File: src/rtl/pcall_pkg.sv
package pcall_pkg;

    localparam logic [7:0] CMD_BLK_CALL = 8'h03;
    localparam logic [7:0] CMD_VERSION  = 8'h04;
    localparam logic [7:0] BLK_ONE_MORE = 8'h01;

    localparam int         VER_LEN  = 8;
    localparam logic [VER_LEN*8-1:0] VER_TEXT = "v3.1-rsp";

    typedef enum logic [2:0] {
        CTX_IDLE,
        CTX_ARM_BLK,
        CTX_ARM_VER,
        CTX_RUN_BLK,
        CTX_RUN_VER
    } ctx_e;

    function automatic logic [7:0] ver_byte(input logic [15:0] idx);
        logic [7:0] r;
        r = 8'h00;
        for (int i = 0; i < VER_LEN; i++) begin
            if (idx == 16'(i)) r = VER_TEXT[(VER_LEN-1-i)*8 +: 8];
        end
        return r;
    endfunction

    function automatic logic [7:0] blk_byte(input logic [7:0] n, input logic [15:0] idx);
        logic [7:0] r;
        if (idx == 16'd0)             r = n;
        else if (idx <= {8'h00, n})   r = n - idx[7:0];
        else                          r = 8'h00;
        return r;
    endfunction

endpackage

File: src/rtl/pcall_ctx.sv
module pcall_ctx
    import pcall_pkg::*;
(
    input  logic       clk,
    input  logic       rst,
    input  logic       cmd_load,
    input  logic [7:0] cmd_byte,
    input  logic [7:0] cfg_a,
    input  logic [7:0] cfg_b,
    input  logic       rep_start,
    input  logic       bus_stop,
    output ctx_e       ctx,
    output logic [7:0] cnt_n
);
    ctx_e       ctx_d;
    logic [7:0] cnt_d;

    always_comb begin
        ctx_d = ctx;
        cnt_d = cnt_n;
        if (bus_stop) begin
            ctx_d = CTX_IDLE;
        end else if (cmd_load) begin
            cnt_d = cfg_b;
            if (cmd_byte == CMD_BLK_CALL && cfg_a == BLK_ONE_MORE)
                ctx_d = CTX_ARM_BLK;
            else if (cmd_byte == CMD_VERSION)
                ctx_d = CTX_ARM_VER;
            else
                ctx_d = CTX_IDLE;
        end else if (rep_start) begin
            case (ctx)
                CTX_ARM_BLK: ctx_d = CTX_RUN_BLK;
                CTX_ARM_VER: ctx_d = CTX_RUN_VER;
                default:     ctx_d = CTX_IDLE;
            endcase
        end
    end

    always_ff @(posedge clk) begin
        if (rst) begin
            ctx   <= CTX_IDLE;
            cnt_n <= 8'h00;
        end else begin
            ctx   <= ctx_d;
            cnt_n <= cnt_d;
        end
    end
endmodule

File: src/rtl/pcall_idx.sv
module pcall_idx #(
    parameter int IDX_W = 9
) (
    input  logic             clk,
    input  logic             rst,
    input  logic             clr,
    input  logic             adv,
    output logic [IDX_W-1:0] idx
);
    localparam logic [IDX_W-1:0] IDX_MAX = '1;

    always_ff @(posedge clk) begin
        if (rst || clr)
            idx <= '0;
        else if (adv && idx != IDX_MAX)
            idx <= idx + 1'b1;
    end
endmodule

File: src/rtl/pcall_gen.sv
module pcall_gen
    import pcall_pkg::*;
#(
    parameter int         IDX_W     = 9,
    parameter logic [7:0] DFLT_BYTE = 8'h00
) (
    input  ctx_e             ctx,
    input  logic [7:0]       cnt_n,
    input  logic [IDX_W-1:0] idx,
    output logic [7:0]       byte_o
);
    logic [15:0] idx_w;

    always_comb begin
        idx_w = '0;
        idx_w[IDX_W-1:0] = idx;
        case (ctx)
            CTX_RUN_BLK: byte_o = blk_byte(cnt_n, idx_w);
            CTX_RUN_VER: byte_o = ver_byte(idx_w);
            default:     byte_o = DFLT_BYTE;
        endcase
    end
endmodule

File: src/rtl/pcall_rsp.sv
module pcall_rsp
    import pcall_pkg::*;
#(
    parameter int         IDX_W     = 9,
    parameter logic [7:0] DFLT_BYTE = 8'h00
) (
    input  logic       clk,
    input  logic       rst,
    input  logic       cmd_load,
    input  logic [7:0] cmd_byte,
    input  logic [7:0] cfg_a,
    input  logic [7:0] cfg_b,
    input  logic       rep_start,
    input  logic       bus_stop,
    input  logic       rd_req,
    output logic [7:0] rd_byte,
    output logic       rd_valid
);
    ctx_e             ctx_q;
    logic [7:0]       cnt_n;
    logic [IDX_W-1:0] idx_q;
    logic [7:0]       next_byte;
    logic             idx_clr;

    assign idx_clr = cmd_load | rep_start | bus_stop;

    pcall_ctx u_ctx (
        .clk(clk), .rst(rst), .cmd_load(cmd_load), .cmd_byte(cmd_byte),
        .cfg_a(cfg_a), .cfg_b(cfg_b), .rep_start(rep_start),
        .bus_stop(bus_stop), .ctx(ctx_q), .cnt_n(cnt_n)
    );

    pcall_idx #(.IDX_W(IDX_W)) u_idx (
        .clk(clk), .rst(rst), .clr(idx_clr), .adv(rd_req), .idx(idx_q)
    );

    pcall_gen #(.IDX_W(IDX_W), .DFLT_BYTE(DFLT_BYTE)) u_gen (
        .ctx(ctx_q), .cnt_n(cnt_n), .idx(idx_q), .byte_o(next_byte)
    );

    always_ff @(posedge clk) begin
        if (rst) begin
            rd_byte  <= 8'h00;
            rd_valid <= 1'b0;
        end else begin
            rd_valid <= rd_req;
            if (rd_req) rd_byte <= next_byte;
        end
    end
endmodule

File: config.mk
export PLATFORM = sky130hd
export DESIGN_NAME = pcall_rsp
export DESIGN_NICKNAME = d
export VERILOG_FILES = /design/src/rtl/pcall_pkg.sv /design/src/rtl/pcall_ctx.sv /design/src/rtl/pcall_idx.sv /design/src/rtl/pcall_gen.sv /design/src/rtl/pcall_rsp.sv
export SDC_FILE = /design/constraint.sdc
export NUM_CORES = 1
export LEC_CHECK = 0
export ABC_CLOCK_PERIOD_IN_PS = 2900
export BUFFER_PORTS_ARGS = -buffer_cell sky130_fd_sc_hd__buf_2
export CAP_MARGIN = 20
export CORE_MARGIN = 5
export CORE_UTILIZATION = 55
export DETAILED_ROUTE_END_ITERATION = 8
export GPL_ROUTABILITY_DRIVEN = 0
export HOLD_SLACK_MARGIN = 0.15
export MAX_ROUTING_LAYER = met4
export PLACE_DENSITY = 0.8
export SLEW_MARGIN = 30
export SYNTH_ARGS = -nofsm -noshare
export SYNTH_HDL_FRONTEND = slang
export SYNTH_SLANG_ARGS = --single-unit
File: constraint.sdc
create_clock -name clk -period 2.9 [get_ports clk]
set_input_delay 0.435 -clock clk [delete_from_list [all_inputs] [get_ports clk]]
set_output_delay 0.435 -clock clk [all_outputs]
set_load 0.05 [all_outputs]
## After elaboration in Yosys (flattened, before gate mapping)

Index checks and enable logic that the tools add are counted.

| word-level totals | value |
|---|---|
| bits in registers | 29 |
| input port bits | 30 |
| output and inout bits | 9 |

| cells by class | value |
|---|---|
| $add $sub $neg | 2 |
| magnitude comparators | 1 |
| equal/unequal tests | 15 |
| muxes and demuxes | 16 |
| bitwise gates (word level) | 3 |
| reduce and logical (&&, ||, !) cells | 7 |

Operators by type and width:

| cell | number |
|---|---|
| 2-to-1 mux 7 bit | 8 |
| equality test 9 x 3 -> 1 bit, second input constant | 4 |
| equality test 9 x 2 -> 1 bit, second input constant | 2 |
| 2-to-1 mux 8 bit | 2 |
| one-hot mux 8 bit (2 select lines) | 1 |
| adder 9 x 1 -> 9 bit, second input constant | 1 |
| equality test 9 x 1 -> 1 bit, second input constant | 1 |
| less-or-equal comparator 9 x 8 -> 1 bit | 1 |
| logical NOT 9 bit | 1 |
| 2-to-1 mux 3 bit | 3 |
| != test 9 bit, second input constant | 1 |
| equality test 8 x 1 -> 1 bit, second input constant | 1 |
| equality test 8 x 2 -> 1 bit, second input constant | 1 |
| equality test 8 x 3 -> 1 bit, second input constant | 1 |
| subtractor 8 bit | 1 |
| equality test 3 x 2 -> 1 bit, second input constant | 2 |
| one-hot mux 3 bit (2 select lines) | 1 |
| equality test 3 x 1 -> 1 bit, second input constant | 1 |
| equality test 3 bit, second input constant | 1 |
| logical AND 1 bit | 2 |
| 2-to-1 mux 2 bit | 1 |
| OR 1 bit | 2 |
| AND reduction 2 bit | 1 |
| nonzero test 2 bit | 1 |
| other kinds (3) | 3 |

## Depth between registers and ports, before layout

Gate-level depths: netlist of the first run.

| logic depth | value |
|---|---|
| depth after elaboration | 10 |
| depth in mapped cells | 10 |
| mapped depth without buffers | 10 |

## Modules after synthesis

Synthesis of the first run repeated with hierarchy kept, for this count alone.

| second synthesis, totals | value |
|---|---|
| cell total of the unflattened synthesis | 232 |
| area, all modules | 2005.7 sq um |

By module, submodules not included:

| module | times used | cells an instance | area each (sq um) | sequential area each (sq um) |
|---|---|---|---|---|
| pcall_gen | 1 | 105 | 773.2 | 0.0 |
| pcall_ctx | 1 | 51 | 483.0 | 220.2 |
| pcall_idx | 1 | 47 | 430.4 | 180.2 |
| pcall_rsp | 1 | 29 | 319.1 | 180.2 |

## Worst setup path after synthesis of the first run

No wires, ideal clock.

| path | value |
|---|---|
| path type | flip-flop to flip-flop |
| start point | register u_ctx.cnt_n[6] |
| end point | register rd_byte[0] |
| setup time | 0.088 ns |
| arrival | 2.009 ns |
| data required time | 2.812 ns |
| setup slack | 0.803 ns |
| cell stages (with the launch flop) | 9 |
| cell sequence | dfxtp_1 inv_1 ha_1 a21o_1 a211oi_1 mux2i_1 a21oi_1 nand3b_1 a311oi_2 |

| between the ends | value |
|---|---|
| longest elaborated chain between the ends | 4 |

RTL lines:

| what | RTL line | source |
|---|---|---|
| start: declaration | pcall_ctx.sv:13 | `output logic [7:0] cnt_n` |
| start signal: assignment | pcall_ctx.sv:46 | `cnt_n <= cnt_d;` |
| less-or-equal comparator 9 x 8 -> 1 bit | pcall_pkg.sv:30 | `else if (idx <= {8'h00, n}) r = n - idx[7:0];` |
| 2-to-1 mux 8 bit | pcall_pkg.sv:30 |  |
| 2-to-1 mux 8 bit | pcall_pkg.sv:29 | `if (idx == 16'd0) r = n;` |
| one-hot mux 8 bit (2 select lines) | pcall_gen.sv:17 | `case (ctx)` |
| end signal: assignment | pcall_rsp.sv:47 | `if (rd_req) rd_byte <= next_byte;` |
| end: declaration | pcall_rsp.sv:16 | `output logic [7:0] rd_byte,` |

Every way passes these cells.
A chain may end at the register's enable or synchronous reset.

## Final worst setup path of the first run

Same ends and word-level chain as after synthesis.

==> results.json, run 1 <==
{
  "avgSynthCellArea_um2": 8.11,
  "route.detailed.drc": 0,
  "synth.cell_area_um2": 1980,
  "synth_top_cell_by_area": "dfxtp_1",
  "cts_repair_resize_count": 0,
  "track_usage_pct": 21.7,
  "finClkSkew_ns": 0.00395,
  "synthArstFlopShare_pct": 0,
  "crit_path_end_kind": "flop",
  "core-area_um2": 3420,
  "die_h_um": 70.0,
  "hp-class": "input pin to flop",
  "synth_cell_type_count": 47,
  "drv_slew": 0,
  "tritoncts": "done",
  "grt_max_degree": 23,
  "cp.required_ns": 3.16,
  "clock_latency_ns": 0.34,
  "start_util_pct": 57.9,
  "status": "finished, final reports clean",
  "yosysMostFrequentCell": "nor2_1",
  "io_buffers": 38,
  "place_area_um2": 2200,
  "netlist_instances": 244,
  "final_util_pct": 66.6,
  "wl_mm": 4.96,
  "area_growth_pct": 14.9,
  "peakVddDrop_mv": 0.304,
  "cts_setup_buffers": 0,
  "synth_top_area_share_pct": 29.3,
  "final.setup.tns_ns": 0,
  "cp-start-kind": "flop",
  "diodes": 0,
  "critPathKind": "flop to flop",
  "synth_edf_count": 0,
  "ctsLongestPathBuffers": 2,
  "holdPathStages": 2,
  "antenna_found_initial": 0,
  "reg2reg_depth": 8,
  "syn_nets": 295,
  "yosysWarnings": 0,
  "numCtsBuffers": 5,
  "grt_pass1_wl_mm": 8.33,
  "hold_viol": 0,
  "routedWlPerCell_um": 15.0,
  "vias": 1915,
  "final_antenna_net_count": 0,
  "synth_seq_cells": 29,
  "grt_setup_unrepaired": "no",
  "ctsHoldBuffers": 0,
  "timing.rr.start": "u_ctx.cnt_n[6]",
  "slowest_stage": "a21oi_1",
  "min_from": "bus_stop",
  "fin_nets": 334,
  "combinationalPowerShare_pct": 16.1,
  "fin_crit_sh_pct": 81.3,
  "synth_area_leaders": "dfxtp_1 (29%), ha_1 (13%), a21oi_1 (6.8%)",
  "crit_fanout": 8,
  "tightest_slew_ns": 0.527,
  "yosysSeqAreaShare_pct": 29.3,
  "crit_path_max_incr_delay_ns": 0.46,
  "hpwlAfterDp_mm": 3.89,
  "htreeDepth": 2,
  "grt_pass1_vias": 1830,
  "synth_ff_type": "dfxtp_1",
  "drv_cap": 0,
  "final.fill_count": 309,
  "clock_sinks": 29,
  "viasPerCell": 5.80,
  "yosys-top-cells-count": "nor2_1 (36), dfxtp_1 (29), a21oi_1 (27), ha_1 (20), inv_1 (20)",
  "clk_pin_slew_ns": 0.09,
  "rows": 21,
  "cts_root_buf": "clkbuf_4",
  "slew_headroom_pct": 64.9,
  "dieArea_um2": 4900,
  "path_cells": "inv_1, ha_1, a21o_1, a211oi_1, mux2i_1, a21oi_1, nand3b_1, a311oi_2",
  "intPower_w": 0.000606,
  "cp.arrival_ns": 2.62,
  "final_cell_area_um2": 2270,
  "drt_iter0_markers": 155,
  "max_freq_mhz": 424,
  "die_w_um": 70.0,
  "p_leak_nw": 0.955,
  "worstReg2RegEnd": "rd_byte[0]",
  "switchingPower_w": 0.000230,
  "first_pass_iters": 4,
  "drive_above_1_share_pct": 20.1,
  "r2r_slack_ns": 0.54,
  "hold_end": "u_ctx.ctx[0]",
  "period_needed_ns": 2.36,
  "final-setup-viol-count": 0,
  "overflow": 0,
  "ios": 39,
  "clockPowerShare_pct": 34.4,
  "swShare_pct": 27.5,
  "power_frac_seq_pct": 49.6,
  "power.density_nw_per_um2": 368
}
[layer usage]
layer	share of wire, %	vias up	global-route usage, %
li1	-	939	-
met1	43	907	25.7
met2	48	57	35.6
met3	7.0	12	4.30
met4	1.8	0	10.0
met5	0	-	-
[worst max path at each step]
stage	start	to	cells past startpoint
6_report	u_ctx.cnt_n[6]	rd_byte[0]	8
5_1_grt	u_ctx.cnt_n[6]	rd_byte[0]	8
4_1_cts	u_ctx.cnt_n[6]	rd_byte[0]	8
3_5_place_dp	u_ctx.cnt_n[6]	rd_byte[0]	8
3_3_place_gp	u_ctx.cnt_n[6]	rd_byte[0]	8
2_1_floorplan	u_ctx.cnt_n[6]	rd_byte[0]	8
[worst max-delay path, delay by kind of cell, from the launching register on]
kind	cells	cell delay, ns
compound gates	4	1.19
simple gates	1	0.16
fa+ha+maj	1	0.35
mux	1	0.12
flops	1	0.38
buf+inv	1	0.07
[logic make-up (layout without fill, tap and decap cells)]
family                   after synthesis  count (layout)  share of synthesized area, %
AND/OR/NAND/NOR                       94              94                          26.6
AO/OA/AOI/OAI                         57              57                          17.8
flip-flops                            29              29                          29.3
buffers and inverters                 28              68                          5.75
adder cells (fa/ha/maj)               21              21                          13.7
XOR/XNOR                              12              12                          5.31
multiplexers                           3               3                          1.52
[registers in the layout, indices dropped and copies added (netlist names)]
signal,count
rd_byte,8
u_ctx.cnt_n,8
u_idx.idx,9
rd_valid,1
u_ctx.ctx,3
[power groups by stage]
stage	logic [W]	clock network, W	registers, W
detailed placement	0.000132	0	0.000423
global route	0.000149	0.000315	0.000415
finish	0.000134	0.000287	0.000414
global placement	0.000129	0	0.000423
floorplan	0.0000846	0	0.000428
CTS	0.000133	0.000294	0.000414
[placed cells by master, fill, tap and decap left out, drive strengths merged, types with 2 or more instances in the layout]
cell type | synthesis | layout
xnor2 | 11 | 11
nor4b | 2 | 2
mux2i | 3 | 3
nor2 | 36 | 36
nand2 | 4 | 4
dfxtp | 29 | 29
inv | 20 | 20
a211oi | 2 | 2
or4 | 2 | 2
a31oi | 6 | 6
nor2b | 5 | 5
a21o | 5 | 5
o21bai | 2 | 2
a221oi | 4 | 4
a21oi | 27 | 27
and3 | 3 | 3
or2 | 2 | 2
o21ai | 6 | 6
clkbuf | 7 | 7
nor3 | 8 | 8
nand3 | 8 | 8
or2b | 2 | 2
and2 | 2 | 2
nand2b | 2 | 2
nand3b | 3 | 3
nand4 | 4 | 4
nand4b | 2 | 2
nor4 | 5 | 5
buf | 1 | 40
ha | 20 | 20
[layout make-up]
class / instances / area, µm² / area share (%)
Tap cell: 46 / 57.6 / 2.53
Timing Repair Buffer: 40 / 205 / 9.03
Multi-Input combinational cell: 187 / 1280 / 56.5
Clock inverter: 1 / 5.00 / 0.220
Clock buffer: 7 / 65.1 / 2.86
Sequential cell: 29 / 581 / 25.5
Inverter: 20 / 75.1 / 3.30
[stage by stage]
stage	total power (W)	setup slack (ns)	hold WS, ns	cells
floorplan	0.000513	0.803	0.483	244
global placement	0.000552	0.672	0.463	322
detailed placement	0.000556	0.591	0.477	322
CTS	0.000841	0.559	0.304	330
global route	0.000880	0.273	0.316	330
finish	0.000836	0.542	0.312	330
No activity file was read; power rests on OpenSTA's default activity.
==> inputs of run 2 (changes only) <==
ABC_CLOCK_PERIOD_IN_PS = 2100   (was 2900)
CORE_UTILIZATION = 50   (was 55)
PLACE_DENSITY = 0.76   (was 0.8)
clock period = 2.1 ns   (was 2.9 ns; I/O delays follow)
==> run 2 against run 1 <==
Total power grew 46%. Critical endpoint unchanged. Register-to-register slack lost 0.49 ns. Non-clock buffer count grew 12. Critical path type unchanged. Critical path depth grew 1. Global-route usage shrank 1.4 points. First-iteration DRC count shrank 22%. Sequential cell count is the same. Largest power group unchanged.
==> results.json, run 2 (synthesis results as in run 1) <==
{
  "tritoncts": "done",
  "hp-class": "input pin to flop",
  "io_buffers": 38,
  "final-setup-viol-count": 0,
  "cp-start-kind": "flop",
  "core-area_um2": 3740,
  "clk_pin_slew_ns": 0.06,
  "largest_register_ffs": 9,
  "drv_cap": 0,
  "fin_crit_sh_pct": 97.5,
  "first_pass_iters": 4,
  "reg_top3": "u_idx.idx x9, rd_byte x8, u_ctx.cnt_n x8",
  "period_needed_ns": 2.05,
  "ctsHoldBuffers": 0,
  "dieArea_um2": 5320,
  "ios": 39,
  "p_leak_nw": 1.02,
  "drive_above_1_share_pct": 27.7,
  "layout_commonest_cell": "buf_2",
  "vias": 1923,
  "power.density_nw_per_um2": 499,
  "area_growth_pct": 23.5,
  "crit_fanout": 8,
  "slew_headroom_pct": 69.5,
  "hpwlAfterDp_mm": 3.93,
  "route.detailed.drc": 0,
  "grt_pass1_vias": 1809,
  "track_usage_pct": 20.3,
  "viasPerCell": 5.59,
  "drt_iter0_markers": 121,
  "peakVddDrop_mv": 0.374,
  "whs_ns": 0.256,
  "max_freq_mhz": 488,
  "final.fill_count": 334,
  "die_h_um": 72.9,
  "fin_nets": 346,
  "grt_max_degree": 23,
  "final_antenna_net_count": 0,
  "cts_root_buf": "clkbuf_8",
  "regMostFlops": "u_idx.idx",
  "wl_mm": 5.31,
  "drv_slew": 0,
  "diodes": 0,
  "status": "finished, final reports clean",
  "finClkSkew_ns": 0.00488,
  "htreeDepth": 2,
  "critPathKind": "flop to flop",
  "tightest_slew_ns": 0.457,
  "grt_setup_unrepaired": "yes",
  "cp.required_ns": 2.30,
  "final_util_pct": 65.3,
  "hold_viol": 0,
  "ctsLongestPathBuffers": 2,
  "numCtsBuffers": 5,
  "clock_latency_ns": 0.28,
  "clock_sinks": 29,
  "grt_pass1_wl_mm": 8.16,
  "start_util_pct": 52.9,
  "overflow": 0,
  "routedWlPerCell_um": 15.4,
  "final_cell_mix": "buf_2 (38), nor2_1 (35), a21oi_1 (27), dfxtp_1 (24), inv_1 (19)",
  "rows": 22,
  "cp.arrival_ns": 2.24,
  "cts_setup_buffers": 0,
  "antenna_found_initial": 0,
  "die_w_um": 72.9,
  "crit_path_end_kind": "flop"
}
-- run 2: cell types whose count changed in the layout (fill, tap and decap cells not counted), sizes merged --
cell / before / now
clkbuf: 7 / 8
clkinv: 1 / 0
buf: 40 / 52
-- run 2: stage by stage --
step / std cells / TNS [ns] / total power [W] / setup slack [ns] / area [µm²]
final: 344 / 0 / 0.00122 / 0.0528 / 2440
after global routing: 344 / -0.122 / 0.00128 / -0.0568 / 2440
after CTS: 344 / 0 / 0.00121 / 0.0105 / 2380
after detailed placement: 336 / 0 / 0.000774 / 0.0367 / 2300
after global placement: 336 / 0 / 0.000772 / 0.0878 / 2300
after floorplan: 244 / 0 / 0.000708 / 0.00331 / 1980
-- run 2: power by group --
group | internal [W] | total [W] | leakage (nW) | switching (W)
combinational | 0.0000955 | 0.000207 | 0.744 | 0.000111
sequential | 0.000562 | 0.000573 | 0.238 | 0.0000103
clock | 0.000235 | 0.000440 | 0.0395 | 0.000205
-- run 2: area by class of cell --
cell class / count / area, µm² / share of cell area [%]
Clock buffer: 8 / 80.1 / 3.28
Inverter: 20 / 75.1 / 3.07
Timing Repair Buffer: 52 / 295 / 12.1
Tap cell: 48 / 60.1 / 2.46
Multi-Input combinational cell: 187 / 1350 / 55.1
Sequential cell: 29 / 587 / 24.0
-- run 2: worst paths after layout --
path | startpoint | slack, ns | cells past startpoint | end
worst max-delay path | u_idx.idx[1] | 0.05 | 9 | rd_byte[0]
worst min register to register | rd_byte[1] | 0.49 | 2 | rd_byte[1]
worst min-delay path | cfg_b[7] | 0.26 | 3 | u_ctx.cnt_n[7]
worst max register to register | u_idx.idx[1] | 0.05 | 9 | rd_byte[0]
-- run 2: layer usage --
layer | global-route usage (%) | wire length (µm) | up-vias
met1 | 25.9 | 2290 | 885
met4 | 5.53 | 50 | 0
li1 | - | - | 969
met2 | 31.7 | 2610 | 60
met5 | - | 0 | -
met3 | 5.51 | 363 | 9
-- run 2: critical path, stage by stage, from the launching register on --
cell and delay, ns:
dfxtp_1 0.33, buf_4 0.15, ha_1 0.30, nor2b_1 0.14
o21ai_0 0.23, nand4b_1 0.13, a21oi_1 0.16, buf_4 0.18
nand3b_1 0.10, a311oi_2 0.24
-- run 2: repair_timing --
action	CTS	global route
resized for setup	0	19
endpoints found under the hold margin	0	0
endpoints found under the setup margin	0	11
